$ cat config.mk
export PLATFORM = sky130hd
export DESIGN_NAME = burst_addr_seq
export DESIGN_NICKNAME = d
export VERILOG_FILES = /design/src/rtl/burst_seq_pkg.sv /design/src/rtl/burst_beat_ctr.sv /design/src/rtl/burst_base_reg.sv /design/src/rtl/burst_order_map.sv /design/src/rtl/burst_addr_seq.sv
export SDC_FILE = /design/constraint.sdc
export NUM_CORES = 1
export LEC_CHECK = 0
export ABC_AREA = 1
export BUFFER_PORTS_ARGS = -buffer_cell sky130_fd_sc_hd__clkbuf_2
export CAP_MARGIN = 10
export CELL_PAD_IN_SITES_DETAIL_PLACEMENT = 1
export CELL_PAD_IN_SITES_GLOBAL_PLACEMENT = 1
export CORE_AREA = 2 2 52 54
export CTS_CLUSTER_SIZE = 14
export DETAILED_ROUTE_END_ITERATION = 10
export DIE_AREA = 0 0 54 56
export PLACE_DENSITY = 0.81
export SYNTH_ARGS = -nofsm -noshare
export SYNTH_HDL_FRONTEND = slang
export SYNTH_SLANG_ARGS = --single-unit
$ cat constraint.sdc
create_clock -name clk -period 1.6 [get_ports clk]
set_input_delay 0 -clock clk [delete_from_list [all_inputs] [get_ports clk]]
set_output_delay 0 -clock clk [all_outputs]
set_load 0.01 [all_outputs]
$ cat src/rtl/burst_seq_pkg.sv
package burst_seq_pkg;

   // How the beat number is combined with the start offset
   typedef enum logic [1:0] {
      ORD_LINEAR      = 2'd0,
      ORD_INTERLEAVED = 2'd1,
      ORD_STRAP       = 2'd2
   } order_sel_e;

   localparam int unsigned BURST_OFS_W = 2;

endpackage

$ cat src/rtl/burst_beat_ctr.sv
module burst_beat_ctr #(
   parameter int unsigned BEAT_W = 2
) (
   input  logic              clk,
   input  logic              rst_n,
   input  logic              restart_i,
   input  logic              step_i,
   output logic [BEAT_W-1:0] beat_o
);

   localparam logic [BEAT_W-1:0] BEAT_ONE = {{(BEAT_W-1){1'b0}}, 1'b1};

   generate
      if (BEAT_W < 1) begin : g_bad_width
         $error("burst_beat_ctr: BEAT_W must be at least 1");
      end
   endgenerate

   logic [BEAT_W-1:0] beat_q;

   always_ff @(posedge clk or negedge rst_n) begin
      if (!rst_n) begin
         beat_q <= '0;
      end else if (restart_i) begin
         beat_q <= '0;
      end else if (step_i) begin
         beat_q <= beat_q + BEAT_ONE;
      end
   end

   assign beat_o = beat_q;

   // a restart returns the beat to zero, whatever the step input does
   p_restart_zero_r8: assert property (@(posedge clk) disable iff (!rst_n)
      restart_i |=> (beat_o == '0));

   // a step moves the beat forward by exactly one, wrapping modulo 2^BEAT_W
   p_beat_wrap_r6: assert property (@(posedge clk) disable iff (!rst_n)
      (step_i && !restart_i) |=> (beat_o == $past(beat_o) + BEAT_ONE));

   // no restart and no step keeps the beat
   p_beat_hold_r5: assert property (@(posedge clk) disable iff (!rst_n)
      (!step_i && !restart_i) |=> $stable(beat_o));

endmodule

$ cat src/rtl/burst_base_reg.sv
module burst_base_reg #(
   parameter int unsigned ADDR_W = 16,
   parameter int unsigned OFS_W  = 2
) (
   input  logic              clk,
   input  logic              rst_n,
   input  logic              load_i,
   input  logic [ADDR_W-1:0] addr_i,
   output logic [OFS_W-1:0]  start_o,
   output logic [ADDR_W-1:0] base_o
);

   localparam int unsigned UP_W = ADDR_W - OFS_W;

   generate
      if (ADDR_W <= OFS_W) begin : g_bad_width
         $error("burst_base_reg: ADDR_W must exceed OFS_W");
      end
   endgenerate

   logic [OFS_W-1:0] start_q;
   logic [UP_W-1:0]  upper_q;

   always_ff @(posedge clk or negedge rst_n) begin
      if (!rst_n) begin
         start_q <= '0;
         upper_q <= '0;
      end else if (load_i) begin
         start_q <= addr_i[OFS_W-1:0];
         upper_q <= addr_i[ADDR_W-1:OFS_W];
      end
   end

   assign start_o = start_q;
   assign base_o  = {upper_q, {OFS_W{1'b0}}};

   // without a load the captured address stays frozen
   p_base_frozen_r7: assert property (@(posedge clk) disable iff (!rst_n)
      !load_i |=> ($stable(base_o) && $stable(start_o)));

endmodule

$ cat src/rtl/burst_order_map.sv
module burst_order_map
   import burst_seq_pkg::*;
#(
   parameter int unsigned BEAT_W = 2,
   parameter order_sel_e  ORDER  = ORD_STRAP
) (
   input  logic [BEAT_W-1:0] start_i,
   input  logic [BEAT_W-1:0] beat_i,
   input  logic              mode_i,
   output logic [BEAT_W-1:0] ofs_o
);

   logic [BEAT_W-1:0] lin_ofs;
   logic [BEAT_W-1:0] ilv_ofs;

   always_comb begin
      lin_ofs = start_i + beat_i;
      ilv_ofs = start_i ^ beat_i;
   end

   generate
      if (ORDER == ORD_LINEAR) begin : g_linear
         logic unused_mode;
         assign unused_mode = mode_i;
         assign ofs_o = lin_ofs;
      end else if (ORDER == ORD_INTERLEAVED) begin : g_interleaved
         logic unused_mode;
         assign unused_mode = mode_i;
         assign ofs_o = ilv_ofs;
      end else begin : g_strap
         assign ofs_o = mode_i ? ilv_ofs : lin_ofs;
      end
   endgenerate

endmodule

$ cat src/rtl/burst_addr_seq.sv
module burst_addr_seq
   import burst_seq_pkg::*;
#(
   parameter int unsigned ADDR_W = 16,
   parameter order_sel_e  ORDER  = ORD_STRAP
) (
   input  logic              clk,
   input  logic              rst_n,
   input  logic              load_i,
   input  logic [ADDR_W-1:0] load_addr_i,
   input  logic              adv_i,
   input  logic              mode_i,
   output logic [ADDR_W-1:0] addr_o
);

   localparam int unsigned OFS_W = BURST_OFS_W;

   generate
      if (ADDR_W < OFS_W + 1) begin : g_bad_addr
         $error("burst_addr_seq: ADDR_W too small for a burst offset");
      end
   endgenerate

   logic [OFS_W-1:0]  start_ofs;
   logic [OFS_W-1:0]  beat;
   logic [OFS_W-1:0]  cur_ofs;
   logic [ADDR_W-1:0] base_addr;

   burst_base_reg #(
      .ADDR_W (ADDR_W),
      .OFS_W  (OFS_W)
   ) u_base (
      .clk     (clk),
      .rst_n   (rst_n),
      .load_i  (load_i),
      .addr_i  (load_addr_i),
      .start_o (start_ofs),
      .base_o  (base_addr)
   );

   // a load on the same edge as an advance restarts the beat (priority in counter)
   burst_beat_ctr #(
      .BEAT_W (OFS_W)
   ) u_beat (
      .clk       (clk),
      .rst_n     (rst_n),
      .restart_i (load_i),
      .step_i    (adv_i),
      .beat_o    (beat)
   );

   burst_order_map #(
      .BEAT_W (OFS_W),
      .ORDER  (ORDER)
   ) u_map (
      .start_i (start_ofs),
      .beat_i  (beat),
      .mode_i  (mode_i),
      .ofs_o   (cur_ofs)
   );

   assign addr_o = {base_addr[ADDR_W-1:OFS_W], cur_ofs};

   // a load presents the sampled address on the next cycle
   p_load_addr_r2: assert property (@(posedge clk) disable iff (!rst_n)
      load_i |=> (addr_o == $past(load_addr_i)));

   // load wins over a simultaneous advance
   p_load_over_adv_r8: assert property (@(posedge clk) disable iff (!rst_n)
      (load_i && adv_i) |=> (addr_o == $past(load_addr_i)));

   // an idle edge holds the address (mode is a static strap)
   p_idle_hold_r5: assert property (@(posedge clk) disable iff (!rst_n)
      (!load_i && !adv_i && $stable(mode_i)) |=> $stable(addr_o));

   // upper bits move only on a load
   p_upper_stable_r7: assert property (@(posedge clk) disable iff (!rst_n)
      !load_i |=> $stable(addr_o[ADDR_W-1:OFS_W]));

endmodule

==> out/qor.yml, run 1 <==
grt:
  overflow: 0
  grt_pass1_vias: 776
  track_usage: 0.158
  antenna_found_initial: 0
  grt_max_degree: 20
  grt_pass1_wl_mm: 3.52
final_layout:
  area_growth_pct: 48.9
  drive_above_1_share: 0.313
  fin_cells: 174
  num_antenna_cells: 0
  nets: 168
  fin_util: 0.481
detailed_routing:
  ant_nets: 0
  post_drt_wl_per_cell_um: 11.6
  drc: 0
  drt_wl_total_mm: 2.03
  vias_per_cell: 4.28
  dr.pass1.iters: 2
  vias: 744
  initialDrtViolationCount: 1
die:
  row_count: 18
  core_um2: 2430
  die_h_um: 56
  fp.dieArea_um2: 3020
  initial_utilization: 0.323
  ios: 37
  die_w_um: 54
status:
  status: "finished, final reports clean"
placed_design:
  dp.cells: 153
  routabilityCongestion: 0.685
  dp_hpwl_mm: 1.37
  io_buffers: 36
  place_ws_ns: 0.587
setup_path:
  path_cells: "ha_1 > inv_1 > nor2_1 > nand3_1 > nand2_1 > inv_1 > clkbuf_2"
  arrival_ns: 1.31
  end_kind: "output pin"
  cp_num_cells: 7
  crit_top_cell: "inv_1"
  rr_worst_depth: 2
  start_kind: "register"
  max_stage_delay_ns: 0.43
  slowest_stage: "dfrtp_1"
  cp_top_family: "flip-flops"
  cp.required_ns: 1.60
  worst-path-max-fanout: 5
  path_class: "register to output pin"
  path_buf_inv: 3
clock_network:
  worstSkewPairLatency_ns: 0.28
  cts_root_buf: "clkbuf_4"
  cts.clk_slew.worst_paths_ns: 0.10
  clock-sinks: 18
  cts_max_path_buffers: 2
  cts_made_buffers: 3
  cts.repair.resized: 0
  cts_tree: "done"
  cts_htree_levels: 1
timing:
  hold_violations: 0
  finalSetupViolCount: 0
  fin_skew_ns: 0.0000350
  rsz0062_at_grt: "no"
  maxSlewViolCount: 0
  fmax_mhz: 762
  fin_tns_setup_ns: 0
  slew_headroom: 0.697
  worstMarginPinSlew_ns: 0.455
  post-route-period-util: 0.820
  fin_crit_ns: 1.31
  worst_slack_ns: 0.288
power_and_ir_drop:
  seqPwrFrac: 0.553
  powerDensity_nw_per_um2: 806
  p_int_uw: 681
  swShare: 0.278
  power.leakage_nw: 0.661
  clockPowerShare: 0.230
  p_comb_frac: 0.218
  switchingPower_uw: 262
  max-vdd-ir-drop_uv: 448
logic_synthesis:
  ys.warnings.count: 0
  seq_area_frac_synth: 0.573
  synth_area_um2: 786
  synth_cells: 90
  synth_area_per_cell_um2: 8.73
  synth.net_count: 112
  synth-seq-cells: 18
  yosysUniqueCellTypes: 13
min_path:
  worstHoldPathType: "input pin to async pin"
flow_run:
  cap_viol_max_count: 0
layout make-up:
| cell class | count | area (µm²) |
|---|---|---|
| well taps | 30 | 37.5 |
| multi-input cells | 63 | 269 |
| repair buffers | 54 | 360 |
| fillers | 310 | 1260 |
| clock buffers | 3 | 22.5 |
| inverters | 6 | 30.0 |
| flip-flops and latches | 18 | 450 |
power by group through the flow:
stage	Combinational, mW	Sequential (mW)	Clock [mW]
after floorplan	0.0778	0.542	0
after global placement	0.166	0.527	0
after detailed placement	0.174	0.529	0
after CTS	0.209	0.521	0.226
after global routing	0.232	0.527	0.246
final	0.205	0.521	0.217
flip-flops by register name, indices dropped and copies added, names as in the netlist:
name	count
u_base.start_o	2
u_base.upper_q	14
u_beat.beat_o	2
per-layer routing:
metal  wire length (µm)  vias up  global-route usage  part of all wire
met4                 27        0              0.0643             0.013
met5                  0        -                   0                 0
met2               1130       14               0.272              0.56
met1                814      348               0.193              0.40
li1                   -      380                   -                 -
met3                 53        2              0.0188             0.026
worst paths after layout:
kind                                 endpoint  slack, ns          startpoint
min in group clk           u_base.upper_q[11]       0.22              load_i
max reg2reg                  u_beat.beat_o[0]       0.82    u_beat.beat_o[0]
min                        u_base.upper_q[13]       0.18               rst_n
max in group asynchronous   u_base.upper_q[1]       1.12               rst_n
min reg2reg                u_base.upper_q[11]       0.48  u_base.upper_q[11]
max                                 addr_o[1]       0.29    u_beat.beat_o[0]
cell usage after synthesis, drive strengths merged:
cell | instances | area, µm²
a21oi | 2 | 10.0
buf | 2 | 22.5
clkbuf | 1 | 13.8
dfrtp | 18 | 450
ha | 1 | 12.5
inv | 6 | 30.0
nand2 | 53 | 211
nand3 | 3 | 15.0
nor2 | 2 | 7.51
o21a | 1 | 7.51
o21ai | 1 | 5.00
layout by cell type, fill, tap and decap left out:
cell and n:
nand3_1 3, inv_8 1, dlygate4sd3_1 18, clkbuf_4 3
o21ai_0 1, nand2_1 48, ha_1 1, a21oi_1 2
dfrtp_1 18, inv_1 5, clkbuf_2 36, nor2_1 2
o21a_1 1, nand2_2 5
repair_timing:
action / 4_1_cts / 5_1_grt
hold buffers: 18 / 0
endpoints found under the hold margin: 35 / 0
buffers inserted: 0 / 0
worst register-to-register path: stages, from the launching register on:
cell and delay, ns:
dfrtp_1 0.44, a21oi_1 0.16, o21a_1 0.14
per-stage QoR:
| step | hold WS [ns] | area [µm²] | power (mW) |
|---|---|---|---|
| 6_report | 0.184 | 1170 | 0.943 |
| 2_1_floorplan | -0.296 | 786 | 0.620 |
| 3_5_place_dp | -0.0289 | 967 | 0.703 |
| 4_1_cts | 0.203 | 1170 | 0.955 |
| 3_3_place_gp | -0.0316 | 967 | 0.693 |
| 5_1_grt | 0.224 | 1170 | 1.01 |
kinds of logic after synthesis:
logic type / after synthesis / synth area share
AO/OA/AOI/OAI: 4 / 0.0287
buffers and inverters: 9 / 0.0844
flip-flops: 18 / 0.573
AND/OR/NAND/NOR: 58 / 0.298
adder cells (fa/ha/maj): 1 / 0.0159
No activity file was read; power rests on OpenSTA's default activity.
==> inputs of run 2 (changes only) <==
--- a/config.mk
+++ b/config.mk
@@ -5,16 +5,16 @@
 export SDC_FILE = /design/constraint.sdc
 export NUM_CORES = 1
 export LEC_CHECK = 0
-export ABC_AREA = 1
+export ABC_AREA = 0
 export BUFFER_PORTS_ARGS = -buffer_cell sky130_fd_sc_hd__clkbuf_2
 export CAP_MARGIN = 10
 export CELL_PAD_IN_SITES_DETAIL_PLACEMENT = 1
 export CELL_PAD_IN_SITES_GLOBAL_PLACEMENT = 1
-export CORE_AREA = 2 2 52 54
+export CORE_AREA = 2 2 51 53
 export CTS_CLUSTER_SIZE = 14
 export DETAILED_ROUTE_END_ITERATION = 10
-export DIE_AREA = 0 0 54 56
-export PLACE_DENSITY = 0.81
+export DIE_AREA = 0 0 53 55
+export PLACE_DENSITY = 0.76
 export SYNTH_ARGS = -nofsm -noshare
 export SYNTH_HDL_FRONTEND = slang
 export SYNTH_SLANG_ARGS = --single-unit
==> constraint.sdc (replaced) <==
create_clock -name clk -period 1.3 [get_ports clk]
set_input_delay 0 -clock clk [delete_from_list [all_inputs] [get_ports clk]]
set_output_delay 0 -clock clk [all_outputs]
set_load 0.01 [all_outputs]
==> run 2 against run 1 <==
- critical endpoint unchanged
- worst hold slack lost 0.0085 ns
- die area shrank 3.6%
- via count shrank 21%
- highest routed layer is now met3
- wire length shrank 20%
- synthesized area shrank 2.9%
- power grew 35%
- largest power group unchanged
- register-to-register slack lost 0.55 ns
- worst setup slack lost 0.23 ns
- cell count shrank 23%
- clock skew is essentially flat
- count of clock-buffer cells in the layout grew 1
==> out/qor.yml, run 2 <==
detailed_routing:
  vias_per_cell: 4.37  # was 4.28
  ant_nets: 0  # unchanged
  drt_wl_total_mm: 1.63  # was 2.03 mm
  drc: 0  # unchanged
  post_drt_wl_per_cell_um: 12.2  # was 11.6 µm
  dr.pass1.iters: 2  # unchanged
  initialDrtViolationCount: 2  # was 1
  vias: 585  # was 744
power_and_ir_drop:
  seqPwrFrac: 0.506  # was 0.553
  p_int_uw: 965  # was 681 µW
  p_comb_frac: 0.232  # was 0.218
  powerDensity_nw_per_um2: 1060  # was 806 nW/µm²
  switchingPower_uw: 310  # was 262 µW
  max-vdd-ir-drop_uv: 612  # was 448 µV
  power.leakage_nw: 0.595  # was 0.661 nW
  clockPowerShare: 0.262  # was 0.230
  swShare: 0.243  # was 0.278
setup_path:
  cp.required_ns: 1.30  # was 1.60 ns
  slowest_stage: "dfrtp_1"  # unchanged
  max_stage_delay_ns: 0.40  # was 0.43 ns
  arrival_ns: 1.24  # was 1.31 ns
  end_kind: "output pin"  # unchanged
  start_kind: "register"  # unchanged
  path_class: "register to output pin"  # unchanged
  path_cells: "ha_2 > nor2b_4 > xnor2_1 > buf_2"  # was ha_1 > inv_1 > nor2_1 > nand3_1 > nand2_1 > inv_1 > clkbuf_2
  worst-path-max-fanout: 2  # was 5
  r2r_setup_slack_ns: 0.27  # was 0.82 ns
placed_design:
  place_ws_ns: 0.303  # was 0.587 ns
  dp_hpwl_mm: 1.08  # was 1.37 mm
  dp.cells: 110  # was 153
  io_buffers: 36  # unchanged
  routabilityCongestion: 0.647  # was 0.685
logic_synthesis:
  ys.warnings.count: 0  # unchanged
  seq_area_frac_synth: 0.590  # was 0.573
  synth_top_area_share: 0.590  # was 0.573
  synth_common_cells: "18 x dfrtp_1, 8 x mux2_2, 8 x mux2_4"  # was 48 x nand2_1, 18 x dfrtp_1, 5 x inv_1, 5 x nand2_2, 3 x nand3_1
  synth.net_count: 67  # was 112
  synth.area.top_cells: "dfrtp_1 59%, mux2_4 16%, mux2_2 12%"  # was dfrtp_1 57%, nand2_1 23%, nand2_2 4.0%
  yosysUniqueCellTypes: 12  # was 13
  synthArstFlopShare: 1.00  # unchanged
  synth_cells: 45  # was 90
  synth_area_leader_cell: "dfrtp_1"  # unchanged
  synth-main-ff-cell: "dfrtp_1"  # unchanged
  synth_area_per_cell_um2: 17.0  # was 8.73 µm²
  synth_edf_count: 0  # unchanged
  yosysMostFrequentCell: "dfrtp_1"  # was nand2_1
  synth_area_um2: 763  # was 786 µm²
  synth-seq-cells: 18  # unchanged
final_layout:
  seqCellArea_um2: 450  # unchanged
  largest_reg_flops: 14  # unchanged
  layout_common_cells: "35 x clkbuf_2, 18 x dlygate4sd3_1, 18 x dfrtp_1"  # was 48 x nand2_1, 36 x clkbuf_2, 18 x dlygate4sd3_1, 18 x dfrtp_1
  drive_above_1_share: 0.596  # was 0.313
  final_common_cell: "clkbuf_2"  # was nand2_1
  multi_input_area_um2: 292  # was 269 µm²
  largest_register: "u_base.upper_q"  # unchanged
  area_growth_pct: 57.0  # was 48.9%
  fill_cells: 256  # was 310
  num_antenna_cells: 0  # unchanged
  fin_cells: 134  # was 174
  nets: 127  # was 168
  fin_util: 0.507  # was 0.481
clock_network:
  cts_max_path_buffers: 2  # unchanged
  cts_htree_levels: 1  # unchanged
  cts.clk_slew.worst_paths_ns: 0.10  # about the same
  cts_root_buf: "clkbuf_4"  # unchanged
  clock-sinks: 18  # unchanged
  cts_made_buffers: 3  # unchanged
  worstSkewPairLatency_ns: 0.28  # about the same
  cts_tree: "done"  # unchanged
grt:
  grt_max_degree: 19  # was 20
  overflow: 0  # unchanged
  grt_pass1_wl_mm: 2.50  # was 3.52 mm
  grt_pass1_vias: 600  # was 776
  track_usage: 0.118  # was 0.158
  antenna_found_initial: 0  # unchanged
timing:
  fin_skew_ns: 0.0000637  # was 0.0000350 ns
  fmax_mhz: 808
  fin_crit_ns: 1.24
  maxSlewViolCount: 0  # unchanged
  post-route-period-util: 0.952
  worst_slack_ns: 0.0623  # was 0.288 ns
  fin_tns_setup_ns: 0  # unchanged
  rsz0062_at_grt: "yes"  # was no
  slew_headroom: 0.710  # was 0.697
  holdWs_ns: 0.175  # was 0.184 ns
  hold_violations: 0  # unchanged
  finalSetupViolCount: 0  # unchanged
  worstMarginPinSlew_ns: 0.435  # was 0.455 ns
flow_run:
  cap_viol_max_count: 0  # unchanged
die:
  die_h_um: 55  # was 56 µm
  die_w_um: 53  # was 54 µm
  initial_utilization: 0.323  # about the same
  ios: 37  # unchanged
  fp.dieArea_um2: 2920  # was 3020 µm²
  row_count: 18  # unchanged
  core_um2: 2360  # was 2430 µm²
status:
  status: "finished, final reports clean"  # unchanged
min_path:
  worstHoldPathType: "input pin to async pin"  # unchanged
## run 2: kinds of logic (layout without fill, tap and decap cells)
kind of cell,count (synthesis),count (layout),synth area share
DFF,18,18,0.590
xor gates and xnor gates,3,3,0.0344
and+or+nand+nor,3,3,0.0230
adders and majority gates,1,1,0.0164
buffers and inverters,2,61,0.0410
muxes,16,16,0.275
AOI/OAI and AO/OA,2,2,0.0197
## run 2: worst max-delay path: cells and delay by family, from the launching register on
kind | cells | cell delay, ns
flip-flops | 1 | 0.40
AND/OR/NAND/NOR | 1 | 0.12
XOR/XNOR | 1 | 0.13
adder cells (fa/ha/maj) | 1 | 0.18
buffers and inverters | 1 | 0.14
## run 2: final cells by class
cell class,instances,share of cell area
sequential,18,0.376
timing repair buffer,57,0.319
multi-input combinational,25,0.243
tap,30,0.0313
clock buffer,4,0.0303
## run 2: through the flow
stage	power (mW)	cell area, µm²
floorplan	0.796	763
finish	1.28	1200
global placement	0.893	957
CTS	1.29	1180
global route	1.34	1200
detailed placement	0.901	957
## run 2: what timing repair did
| item | 4_1_cts | 5_1_grt |
|---|---|---|
| hold buffers | 18 | 0 |
| setup endpoints to repair | 1 | 1 |
| pin swaps | 0 | 2 |
| hold endpoints to repair | 35 | 0 |
| gates cloned | 0 | 0 |
| setup buffers | 1 | 1 |
| resized for setup | 0 | 4 |
## run 2: power by group through the flow
stage / logic, mW / registers, mW / clock network (mW)
2_1_floorplan: 0.121 / 0.676 / 0
3_3_place_gp: 0.237 / 0.655 / 0
3_5_place_dp: 0.243 / 0.658 / 0
4_1_cts: 0.293 / 0.646 / 0.349
5_1_grt: 0.322 / 0.653 / 0.369
6_report: 0.296 / 0.646 / 0.334
## run 2: worst paths after layout
check	start	to	cells after the start
min in group clk	load_i	u_beat.beat_o[0]	3
min	rst_n	u_base.upper_q[3]	2
max in group asynchronous	rst_n	u_base.start_o[0]	2
max	u_beat.beat_o[0]	addr_o[1]	4
min reg2reg	u_base.upper_q[13]	u_base.upper_q[13]	1
max reg2reg	u_beat.beat_o[0]	u_beat.beat_o[1]	4
## run 2: routing by layer
layer,routed length (µm),up-vias,track usage,part of all wire
met3,108,0,0.0323,0.066
met1,661,288,0.140,0.41
li1,-,275,-,-
met2,860,22,0.213,0.53
met5,0,-,0,0
met4,0,0,0.0256,0
